### src/rtl/bitsync_pkg.sv
package bitsync_pkg;
  // Outcome of one phase comparison
  typedef enum logic [1:0] {
    PH_IDLE   = 2'd0,
    PH_EARLY  = 2'd1,
    PH_LATE   = 2'd2,
    PH_CENTRE = 2'd3
  } phase_e;
endpackage

### src/rtl/bitsync_edge.sv
module bitsync_edge #(
  parameter int SYNC_STAGES = 2
) (
  input  logic clk,
  input  logic rst_n,
  input  logic din,
  output logic dsync,
  output logic edge_p
);
  localparam int MSB = SYNC_STAGES - 1;

  logic [MSB:0] sr;
  logic         prev;

  generate
    if (SYNC_STAGES == 1) begin : g_one
      always_ff @(posedge clk or negedge rst_n)
        if (!rst_n) sr <= '0;
        else        sr <= din;
    end else begin : g_chain
      always_ff @(posedge clk or negedge rst_n)
        if (!rst_n) sr <= '0;
        else        sr <= {sr[MSB-1:0], din};
    end
  endgenerate

  always_ff @(posedge clk or negedge rst_n)
    if (!rst_n) prev <= 1'b0;
    else        prev <= sr[MSB];

  assign dsync  = sr[MSB];
  assign edge_p = sr[MSB] ^ prev;
endmodule

### src/rtl/bitsync_phdet.sv
module bitsync_phdet
  import bitsync_pkg::*;
#(
  parameter int PERIOD = 16,
  parameter int STEP   = 1,
  parameter int CW     = 5
) (
  input  logic          edge_p,
  input  logic [CW-1:0] cnt,
  output phase_e        ph,
  output logic [CW-1:0] corr_len
);
  localparam logic [CW-1:0] HALF_C  = CW'(PERIOD / 2);
  localparam logic [CW-1:0] LONG_C  = CW'(PERIOD + STEP);
  localparam logic [CW-1:0] SHORT_C = CW'(PERIOD - STEP);
  localparam logic [CW-1:0] NOM_C   = CW'(PERIOD);

  always_comb begin
    if (!edge_p)            ph = PH_IDLE;
    else if (cnt < HALF_C)  ph = PH_EARLY;
    else if (cnt > HALF_C)  ph = PH_LATE;
    else                    ph = PH_CENTRE;

    unique case (ph)
      PH_EARLY: corr_len = LONG_C;
      PH_LATE:  corr_len = SHORT_C;
      default:  corr_len = NOM_C;
    endcase
  end
endmodule

### src/rtl/bitsync_dco.sv
module bitsync_dco
  import bitsync_pkg::*;
#(
  parameter int PERIOD = 16,
  parameter int CW     = 5
) (
  input  logic          clk,
  input  logic          rst_n,
  input  phase_e        ph,
  input  logic [CW-1:0] corr_len,
  output logic [CW-1:0] cnt,
  output logic [CW-1:0] cur_len,
  output logic [CW-1:0] pend_len,
  output logic          wrap,
  output logic          armed
);
  localparam logic [CW-1:0] NOM_C = CW'(PERIOD);

  logic hit;
  assign hit  = (ph != PH_IDLE);
  assign wrap = (cnt == cur_len - 1'b1);

  always_ff @(posedge clk or negedge rst_n) begin
    if (!rst_n) begin
      cnt      <= '0;
      cur_len  <= NOM_C;
      pend_len <= NOM_C;
      armed    <= 1'b0;
    end else if (wrap) begin
      cnt      <= '0;
      cur_len  <= hit ? corr_len : pend_len;
      pend_len <= NOM_C;
      armed    <= 1'b1;
    end else begin
      cnt <= cnt + 1'b1;
      if (hit) pend_len <= corr_len;
    end
  end
endmodule

### src/rtl/bitsync_dpll.sv
module bitsync_dpll
  import bitsync_pkg::*;
#(
  parameter int PERIOD = 16,   // symbol length in clk cycles, > 2*STEP+2
  parameter int STEP   = 1     // one-shot period correction
) (
  input  logic clk,
  input  logic rst_n,
  input  logic data_in,
  input  logic mode_edge,
  output logic clk_stb,
  output logic bit_out,
  output logic bit_vld
);
  localparam int CW = $clog2(PERIOD + STEP + 1);
  localparam logic [CW-1:0] MID_PRE = CW'(PERIOD / 2 - 1);

  logic          dsync, edge_p, wrap, armed, fire;
  logic [CW-1:0] cnt, cur_len, pend_len, corr_len;
  phase_e        ph;

  bitsync_edge #(.SYNC_STAGES(2)) u_edge (
    .clk(clk), .rst_n(rst_n), .din(data_in),
    .dsync(dsync), .edge_p(edge_p)
  );

  bitsync_phdet #(.PERIOD(PERIOD), .STEP(STEP), .CW(CW)) u_phdet (
    .edge_p(edge_p), .cnt(cnt), .ph(ph), .corr_len(corr_len)
  );

  bitsync_dco #(.PERIOD(PERIOD), .CW(CW)) u_dco (
    .clk(clk), .rst_n(rst_n), .ph(ph), .corr_len(corr_len),
    .cnt(cnt), .cur_len(cur_len), .pend_len(pend_len),
    .wrap(wrap), .armed(armed)
  );

  // Edge mode fires on the boundary; mid mode fires half a symbol on,
  // only once a full period has elapsed since reset.
  assign fire = mode_edge ? wrap : (armed && cnt == MID_PRE);

  always_ff @(posedge clk or negedge rst_n) begin
    if (!rst_n) begin
      clk_stb <= 1'b0;
      bit_vld <= 1'b0;
      bit_out <= 1'b0;
    end else begin
      clk_stb <= fire;
      bit_vld <= fire;
      if (fire) bit_out <= dsync;
    end
  end
endmodule

### config.mk
export PLATFORM = sky130hd
export DESIGN_NAME = bitsync_dpll
export DESIGN_NICKNAME = d
export VERILOG_FILES = /design/src/rtl/bitsync_pkg.sv /design/src/rtl/bitsync_edge.sv /design/src/rtl/bitsync_phdet.sv /design/src/rtl/bitsync_dco.sv /design/src/rtl/bitsync_dpll.sv
export SDC_FILE = /design/constraint.sdc
export NUM_CORES = 1
export LEC_CHECK = 0
export BUFFER_PORTS_ARGS = -buffer_cell sky130_fd_sc_hd__buf_2
export CAP_MARGIN = 25
export CELL_PAD_IN_SITES_DETAIL_PLACEMENT = 1
export CELL_PAD_IN_SITES_GLOBAL_PLACEMENT = 1
export CORE_MARGIN = 2
export CORE_UTILIZATION = 40
export DETAILED_ROUTE_END_ITERATION = 12
export PLACE_DENSITY = 0.68
export SYNTH_ARGS = -nofsm -noshare
export SYNTH_HDL_FRONTEND = slang
export SYNTH_SLANG_ARGS = --single-unit
### constraint.sdc
create_clock -name clk -period 1.95 [get_ports clk]
set_input_delay 0.39 -clock clk [delete_from_list [all_inputs] [get_ports clk]]
set_output_delay 0.39 -clock clk [all_outputs]
set_load 0.01 [all_outputs]
==> results of run 1 <==
[cells in the mapped netlist (all sizes together)]
cell type   n
and4bb      1
mux2        1
a21boi      1
xnor2       4
nor2        9
a21oi       3
inv         7
nor2b       4
o211ai      1
a211o       1
nand3b      1
nand4       1
o21ai       2
dfstp       2
mux2i       6
ha          6
o2111ai     1
a21bo       1
or2         3
nand2       2
buf         4
xor2        6
and2        1
nand2b      2
nand3       2
dfrtp      19
o211a       2
nor3        1
[registers in the layout, indices dropped and copies added (netlist names)]
signal,flops
bit_out,1
u_edge.prev,1
clk_stb,1
u_edge.sr,2
u_dco.pend_len,5
u_dco.cur_len,5
u_dco.armed,1
u_dco.cnt,5
[layout make-up]
| class | count | area, um2 |
|---|---|---|
| Fill cell | 283 | 1320 |
| Multi-Input combinational cell | 62 | 485 |
| Timing Repair Buffer | 10 | 72.6 |
| Clock buffer | 4 | 26.3 |
| Tap cell | 30 | 37.5 |
| Inverter | 7 | 26.3 |
| Sequential cell | 21 | 528 |
[layout by cell type (no fill, tap or decap), types with 2 or more instances in the layout]
cell type | Yosys | final
nor2_1 | 9 | 9
buf_4 | 1 | 3
or2_1 | 2 | 2
o21ai_0 | 2 | 2
dfrtp_1 | 19 | 19
xor2_1 | 6 | 6
nor2b_1 | 4 | 3
nand2b_1 | 2 | 2
xnor2_1 | 4 | 4
nand2_1 | 2 | 2
buf_2 | 1 | 6
a21oi_1 | 3 | 3
ha_1 | 6 | 6
nand3_1 | 2 | 2
inv_1 | 7 | 7
clkbuf_4 | 0 | 3
mux2i_1 | 6 | 6
dfstp_2 | 2 | 2
[stage by stage]
stage	instances	TNS [ps]	cell area [um2]	utilization (%)	power [mW]
finish	134	0	1180	47.0	2.04
detailed placement	130	0	1140	45.6	1.82
global placement	130	0	1140	45.6	1.78
floorplan	94	0	1060	-	1.53
global route	134	-8.29	1180	47.0	2.22
CTS	134	0	1170	46.6	2.04
[cell families after synthesis]
family	Yosys count
mux	7
buf+inv	11
compound gates	12
simple gates	27
xor+xnor	10
flops	21
fa+ha+maj	6
[what timing repair did]
item                                    in CTS  in global routing
gates resized for setup                      0                  3
buffers inserted                             0                  0
endpoints found under the setup margin       0                  5
[final timing paths]
kind                         startpoint          endpoint  slack (ps)
setup / recovery           u_dco.cnt[0]  u_dco.cur_len[4]         120
hold / removal                    rst_n      u_dco.cnt[4]          20
setup reg to reg           u_dco.cnt[0]  u_dco.cur_len[4]         120
hold reg to reg            u_edge.sr[0]      u_edge.sr[1]         360
max in group asynchronous         rst_n  u_dco.cur_len[4]        1570
min in group clk                data_in      u_edge.sr[0]         190
[where the power goes]
| group | switching [mW] | total, mW | internal, mW |
|---|---|---|---|
| Clock | 0.128 | 0.207 | 0.0797 |
| Combinational | 0.561 | 1.07 | 0.512 |
| Sequential | 0.126 | 0.757 | 0.630 |
[routing by layer]
layer / wire length [um] / vias to the layer above / track usage (%)
met5: 0 / - / 0
met4: 30 / 0 / 8.36
met3: 57 / 4 / 2.56
met2: 1000 / 10 / 24.0
met1: 901 / 349 / 18.1
li1: - / 328 / -
==> flow_summary.yaml, run 1 <==
power_and_ir_drop:
  vdd_drop_max_v: 0.000783
  pwr_density_cell_nw_per_um2: 1730
  p_leak_nw: 0.569
global_route:
  antenna_found_initial: 0
  grt.total_usage_pct: 14.6
  grt_max_degree: 22
  grt_pass1_vias: 784
  grt-ovfl-total: 0
  grt_first_pass_wirelength_mm: 3.53
finish:
  drive_gt1_share_pct: 19.2
  area_delta_synth_final_pct: 10.5
  antenna_cells: 0
  nets: 115
hold_path:
  hold_class: "in2async"
yosys:
  syn_area_um2: 1060
  yosysTopAreaCell: "dfrtp_1"
  synth_cell_types: 31
  synth_xor_area_share_pct: 8.23
  synth_simple_gate_area_share_pct: 13.6
  syn_avg_cell_area_um2: 11.3
  synth_compound_area_share_pct: 8.70
  synth_cells: 94
  synth_top_family_by_area: "simple AND/OR/NAND/NOR gates"
  synth_seq_cells: 21
  synth_fp_nets: 104
  yosysWarnings: 0
  ys_seq_area_share_pct: 49.6
  synthAdderAreaFrac_pct: 7.05
  synth_mux_area_share_pct: 7.05
  synth_area_leaders: "dfrtp_1 45%, ha_1 7.1%, mux2i_1 5.6%, dfstp_2 4.9%, xor2_1 4.9%"
  yosys.area.top_type_share_pct: 44.7
clocking:
  insertion_delay_ps: 300
  clockBufferDepth: 2
  postCtsHoldBufs: 0
  cts_tree: "yes"
  htreeDepth: 1
  cts.clk_slew.worst_paths_ps: 120
  cts_inserted_buffers: 3
  root_buffer: "clkbuf_4"
  numClockSinks: 21
critical_path:
  crit_slowest_cell: "dfrtp_1"
  crit_required_ps: 2180
  endpoint_kind: "register"
  crit_top_cell: "ha_1"
  slowest_delay_ps: 400
  arrival_ps: 2060
  cp_num_cells: 8
  crit_fanout: 7
  cp_top_family: "compound AO/OA/AOI/OAI gates"
  path_cells: "inv_1 -> ha_1 -> nand2b_1 -> a211o_1 -> ha_1 -> nand2_1 -> o21ai_0 -> mux2_4"
  critPathBufInv: 1
  critPathLaunchType: "register"
  worst-setup-path-type: "reg2reg"
  reg2reg_depth: 8
place:
  pre_cts_slack_ps: 74.6
  place_congestion: 0.687
  hpwlAfterDp_mm: 1.51
  numPortBuffers: 6
timing:
  setup_viol: 0
  fin_skew_ps: 7.67
  hold_violations: 0
  maxSlewHeadroom_pct: 68.9
  whs_ps: 20.4
  tightestPinTransition_ps: 466
  finalMaxSlewViolations: 0
  clock.fmax_ghz: 0.547
  fin_crit_sh_pct: 93.7
  min_period_ps: 1830
  setup_ws_ps: 122
floorplanning:
  die_w_um: 55.6
  start_util_pct: 42.6
  die_area_um2: 3090
  row_count: 18
  core-area_um2: 2500
  dieHeight_um: 55.6
  io-pin-count: 7
drt:
  drc: 0
  firstDrtPassIters: 5
  drt-wirelength-per-cell_um: 14.9
  ant_nets: 0
  vias_per_cell: 5.16
  drt-total-wl_mm: 1.99
  via_count: 691
  drtIter0Drc: 19
run:
  maxCapViolations: 0
outcome:
  outcome: "finished, final reports clean"
Note: power is estimated with default switching activity, not from simulation.
==> run 2, diff against run 1 <==
==> constraint.sdc (replaced) <==
create_clock -name clk -period 1.7 [get_ports clk]
set_input_delay 0.34 -clock clk [delete_from_list [all_inputs] [get_ports clk]]
set_output_delay 0.34 -clock clk [all_outputs]
set_load 0.01 [all_outputs]
==> run 2 against run 1 <==
Against the previous run:
- the flow now finishes with violations (setup timing)
- utilization rose by 6.1 points
- via count rose by 8.8%
- non-clock buffer count rose by 12
- count of clock-buffer cells in the layout did not move
- register-to-register slack got worse by 130 ps
- clock skew fell by 4.0 ps
- worst hold slack improved by 120 ps
==> flow_summary.yaml, run 2 (same netlist as run 1, synthesis figures left out) <==
timing:
  tightestPinTransition_ps: 471
  min_period_ps: 1710
  hold_violations: 0
  rsz0062_at_grt: "true"
  clock.fmax_ghz: 0.586
  finalMaxSlewViolations: 0
  fin_crit_sh_pct: 100
  whs_ps: 144
  maxSlewHeadroom_pct: 68.6
  setup_ws_ps: -5.95
  fin_skew_ps: 3.65
  setup_viol: 2
clocking:
  root_buffer: "clkbuf_4"
  cts.clk_slew.worst_paths_ps: 110
  insertion_delay_ps: 300
  htreeDepth: 1
  clockBufferDepth: 2
  cts_inserted_buffers: 3
  cts_tree: "yes"
  numClockSinks: 21
finish:
  drive_gt1_share_pct: 34.5
  area_delta_synth_final_pct: 24.8
  layout_common_cells: "19 x dfrtp_1, 13 x buf_4, 9 x nor2_1"
  nets: 127
  seqCellArea_um2: 528
  stdcell_count: 146
  multiInputGateArea_um2: 542
  reg_top3: "u_dco.cnt (5), u_dco.cur_len (5), u_dco.pend_len (5)"
  final_core_util_pct: 53.2
  fillers: 270
  layout_commonest_cell: "dfrtp_1"
  final_area_um2: 1330
  antenna_cells: 0
drt:
  via_count: 752
  vias_per_cell: 5.15
  drc: 0
  firstDrtPassIters: 4
  ant_nets: 0
  drt-wirelength-per-cell_um: 15.1
  drtIter0Drc: 9
  drt-total-wl_mm: 2.20
critical_path:
  arrival_ps: 1900
  worst-setup-path-type: "reg2reg"
  crit_fanout: 7
  crit_required_ps: 1890
  endpoint_kind: "register"
  critPathLaunchType: "register"
power_and_ir_drop:
  pwr_density_cell_nw_per_um2: 2020
  p_leak_nw: 0.639
  vdd_drop_max_v: 0.000893
floorplanning:
  die_w_um: 55.6
  core-area_um2: 2500
  die_area_um2: 3090
  row_count: 18
  dieHeight_um: 55.6
  io-pin-count: 7
  start_util_pct: 42.6
place:
  place_congestion: 0.698
  hpwlAfterDp_mm: 1.57
  place_area_um2: 1190
  numPortBuffers: 6
  dpl.cell_count: 136
global_route:
  antenna_found_initial: 0
  grt-ovfl-total: 0
  grt_max_degree: 22
  grt_first_pass_wirelength_mm: 3.84
  grt_pass1_vias: 820
  grt.total_usage_pct: 16.3
outcome:
  violations: "setup timing"
  outcome: "finished with violations"
run:
  maxCapViolations: 0
hold_path:
  hold_class: "in2reg"
-- run 2: cell types whose count changed in the layout (fill, tap and decap cells not counted), moves of 2 or more --
cell	delta
a21oi_2	+3
o21ai_1	+2
o21ai_0	-2
ha_1	-3
ha_4	+2
a21oi_1	-3
buf_4	+10
-- run 2: stage by stage --
stage / power [mW] / setup TNS (ps) / setup WS [ps]
5_1_grt: 2.91 / -725 / -120
4_1_cts: 2.59 / 0 / 4.60
2_1_floorplan: 1.76 / 0 / 42.5
6_report: 2.69 / -8.34 / -5.95
3_3_place_gp: 2.12 / -109 / -36.2
3_5_place_dp: 2.17 / -337 / -86.2
-- run 2: area by class of cell --
type                            instances  share of cell area [%]
Clock buffer                            4                    1.98
Inverter                                7                    1.98
Multi-Input combinational cell         62                    40.8
Sequential cell                        21                    39.7
Timing Repair Buffer                   22                    12.7
Tap cell                               30                    2.82
-- run 2: worst paths after layout --
kind,slack [ps],endpoint,startpoint,cells after the start
max,-6,u_dco.cur_len[3],u_dco.cnt[0],8
min,140,u_edge.sr[0],data_in,1
max reg2reg,-6,u_dco.cur_len[3],u_dco.cnt[0],8
min reg2reg,390,u_edge.sr[1],u_edge.sr[0],0
max in group asynchronous,840,u_dco.pend_len[4],rst_n,2
min in group asynchronous,520,u_dco.pend_len[2],rst_n,2
-- run 2: where the power goes --
group,switching (mW),leakage (nW),internal (mW),total (mW)
registers,0.165,0.251,0.724,0.889
clock network,0.144,0.0150,0.0914,0.236
logic,0.739,0.373,0.823,1.56
-- run 2: what timing repair did --
action                                  in CTS  in global routing
pin swaps                                    2                  4
endpoints found under the setup margin      16                 13
endpoints found under the hold margin       19                  0
hold buffers                                 1                  0
resized for setup                            8                  8
setup buffers                                3                  2
-- run 2: critical path: stages, from the launching register on --
cell	delay, ps
dfrtp_1	390
inv_1	60
ha_1	140
nand2b_1	50
a211o_1	360
ha_4	220
buf_4	140
a21oi_2	160
mux2i_1	90
-- run 2: per-layer routing --
| layer | vias to the layer above | GRT usage (%) | routed length [um] | share of wire (%) |
|---|---|---|---|---|
| li1 | 358 | - | - | - |
| met1 | 381 | 21.1 | 1030 | 47 |
| met2 | 9 | 26.9 | 1090 | 50 |
| met3 | 4 | 3.02 | 54 | 2.5 |
| met4 | 0 | 6.27 | 26 | 1.2 |
| met5 | - | 0 | 0 | 0 |
==> run 3, diff against run 2 <==
--- a/config.mk
+++ b/config.mk
@@ -7,7 +7,7 @@
 export LEC_CHECK = 0
 export BUFFER_PORTS_ARGS = -buffer_cell sky130_fd_sc_hd__buf_2
 export CAP_MARGIN = 25
-export CELL_PAD_IN_SITES_DETAIL_PLACEMENT = 1
+export CELL_PAD_IN_SITES_DETAIL_PLACEMENT = 0
 export CELL_PAD_IN_SITES_GLOBAL_PLACEMENT = 1
 export CORE_MARGIN = 2
 export CORE_UTILIZATION = 40
==> run 3 against run 2 <==
Against the previous run:
- the flow now finishes without violations
- routed wire length shrank 13%
- first-iteration DRC count grew 67%
- cell count is the same
- largest cell class unchanged
- largest power group unchanged
- highest routed layer unchanged
==> flow_summary.yaml, run 3 (same netlist as run 1, synthesis figures left out) <==
floorplanning:
  die_w_um: 55.6
  start_util_pct: 42.6
  core-area_um2: 2500
  die_area_um2: 3090
  io-pin-count: 7
  dieHeight_um: 55.6
  row_count: 18
global_route:
  grt_max_degree: 22
  grt-ovfl-total: 0
  grt.total_usage_pct: 13.6
  grt_first_pass_wirelength_mm: 3.22
  grt_pass1_vias: 703
  antenna_found_initial: 0
run:
  maxCapViolations: 0
finish:
  seqCellArea_um2: 528
  nets: 127
  area_delta_synth_final_pct: 25.7
  layout_common_cells: "19 x dfrtp_1, 12 x buf_4, 8 x nor2_1, 6 x xor2_1, 6 x buf_2"
  reg_top3: "u_dco.cnt (5), u_dco.cur_len (5), u_dco.pend_len (5)"
  antenna_cells: 0
  stdcell_count: 146
  layout_commonest_cell: "dfrtp_1"
  multiInputGateArea_um2: 538
  drive_gt1_share_pct: 37.1
  fillers: 226
timing:
  fin_crit_sh_pct: 99.9
  clock.fmax_ghz: 0.589
  tightestPinTransition_ps: 461
  hold_violations: 0
  rsz0062_at_grt: "true"
  maxSlewHeadroom_pct: 69.3
  fin_skew_ps: 3.70
  finalMaxSlewViolations: 0
  fin_setup_tns_ps: 0
  setup_viol: 0
  min_period_ps: 1700
power_and_ir_drop:
  power_mw: 2.72
  p_leak_nw: 0.633
  vdd_drop_max_v: 0.00136
  pwr_density_cell_nw_per_um2: 2030
critical_path:
  rr_endpoint: "u_dco.cur_len[2]"
  critPathLaunchType: "register"
  worst_r2r_startpoint: "u_dco.cnt[0]"
  r2r_setup_slack_ps: 2
  endpoint_kind: "register"
  crit_fanout: 7
  reg2reg_depth: 8
  crit_required_ps: 1900
  worst-setup-path-type: "reg2reg"
  arrival_ps: 1890
  crit_start: "u_dco.cnt[0]"
clocking:
  insertion_delay_ps: 300
  cts.clk_slew.worst_paths_ps: 120
  root_buffer: "clkbuf_4"
  numClockSinks: 21
  cts_tree: "yes"
  clockBufferDepth: 2
  htreeDepth: 1
  cts_inserted_buffers: 3
drt:
  drc: 0
  via_count: 721
  vias_per_cell: 4.94
  drt-total-wl_mm: 1.91
  drtIter0Drc: 15
  firstDrtPassIters: 4
  ant_nets: 0
  drt-wirelength-per-cell_um: 13.1
place:
  hpwlAfterDp_mm: 1.39
  place_congestion: 0.698
  numPortBuffers: 6
  dpl.cell_count: 136
outcome:
  outcome: "finished, final reports clean"
hold_path:
  hold-path-endpoint: "u_edge.sr[0]"
  hold_path_depth: 1
  hold_start: "data_in"
  hold_class: "in2reg"
## run 3: layout make-up
class / instances / area share, %
Sequential cell: 21 / 39.4
Clock buffer: 3 / 1.68
Multi-Input combinational cell: 62 / 40.2
Clock inverter: 1 / 0.374
Inverter: 7 / 1.96
Tap cell: 30 / 2.80
Timing Repair Buffer: 22 / 13.6
## run 3: what timing repair did
action / in CTS / in global routing
hold buffers: 1 / 0
endpoints found under the setup margin: 12 / 15
gates resized for setup: 6 / 12
hold endpoints to repair: 19 / 0
pin swaps: 2 / 6
buffers inserted: 1 / 4
## run 3: where the power goes
group	switching [mW]	leakage [nW]	internal, mW
sequential	0.154	0.251	0.724
combinational	0.736	0.364	0.863
clock	0.155	0.0177	0.0877
total	1.05	0.633	1.67
## run 3: critical path: stages (launching register included)
cell      delay [ps]
dfrtp_1          400
inv_1             60
ha_1             130
nand2b_1          50
a211o_1          360
ha_4             230
buf_4            140
a21oi_2          130
mux2i_1           90
## run 3: how the worst max path moves through the flow
stage	to	slack, ps	cells after the start
2_1_floorplan	u_dco.cur_len[4]	40	8
3_5_place_dp	u_dco.cur_len[1]	-60	8
3_3_place_gp	u_dco.pend_len[4]	-40	7
4_1_cts	u_dco.cur_len[2]	-20	8
5_1_grt	u_dco.cur_len[1]	-70	8
6_report	u_dco.cur_len[2]	2	8
## run 3: metrics by stage
step | setup WS, ps | hold slack (ps) | utilization (%) | area, um2
2_1_floorplan | 42.5 | 44.4 | - | 1070
6_report | 2.06 | 144 | 53.6 | 1340
5_1_grt | -71.9 | 132 | 53.6 | 1340
3_5_place_dp | -56.0 | 320 | 47.5 | 1190
4_1_cts | -19.0 | 146 | 50.5 | 1260
3_3_place_gp | -36.2 | 315 | 47.5 | 1190
## run 3: per-layer routing
layer	global-route usage [%]	wire length, um
met1	18.9	955
met2	20.4	884
met4	6.27	21
met5	0	0
met3	2.79	52
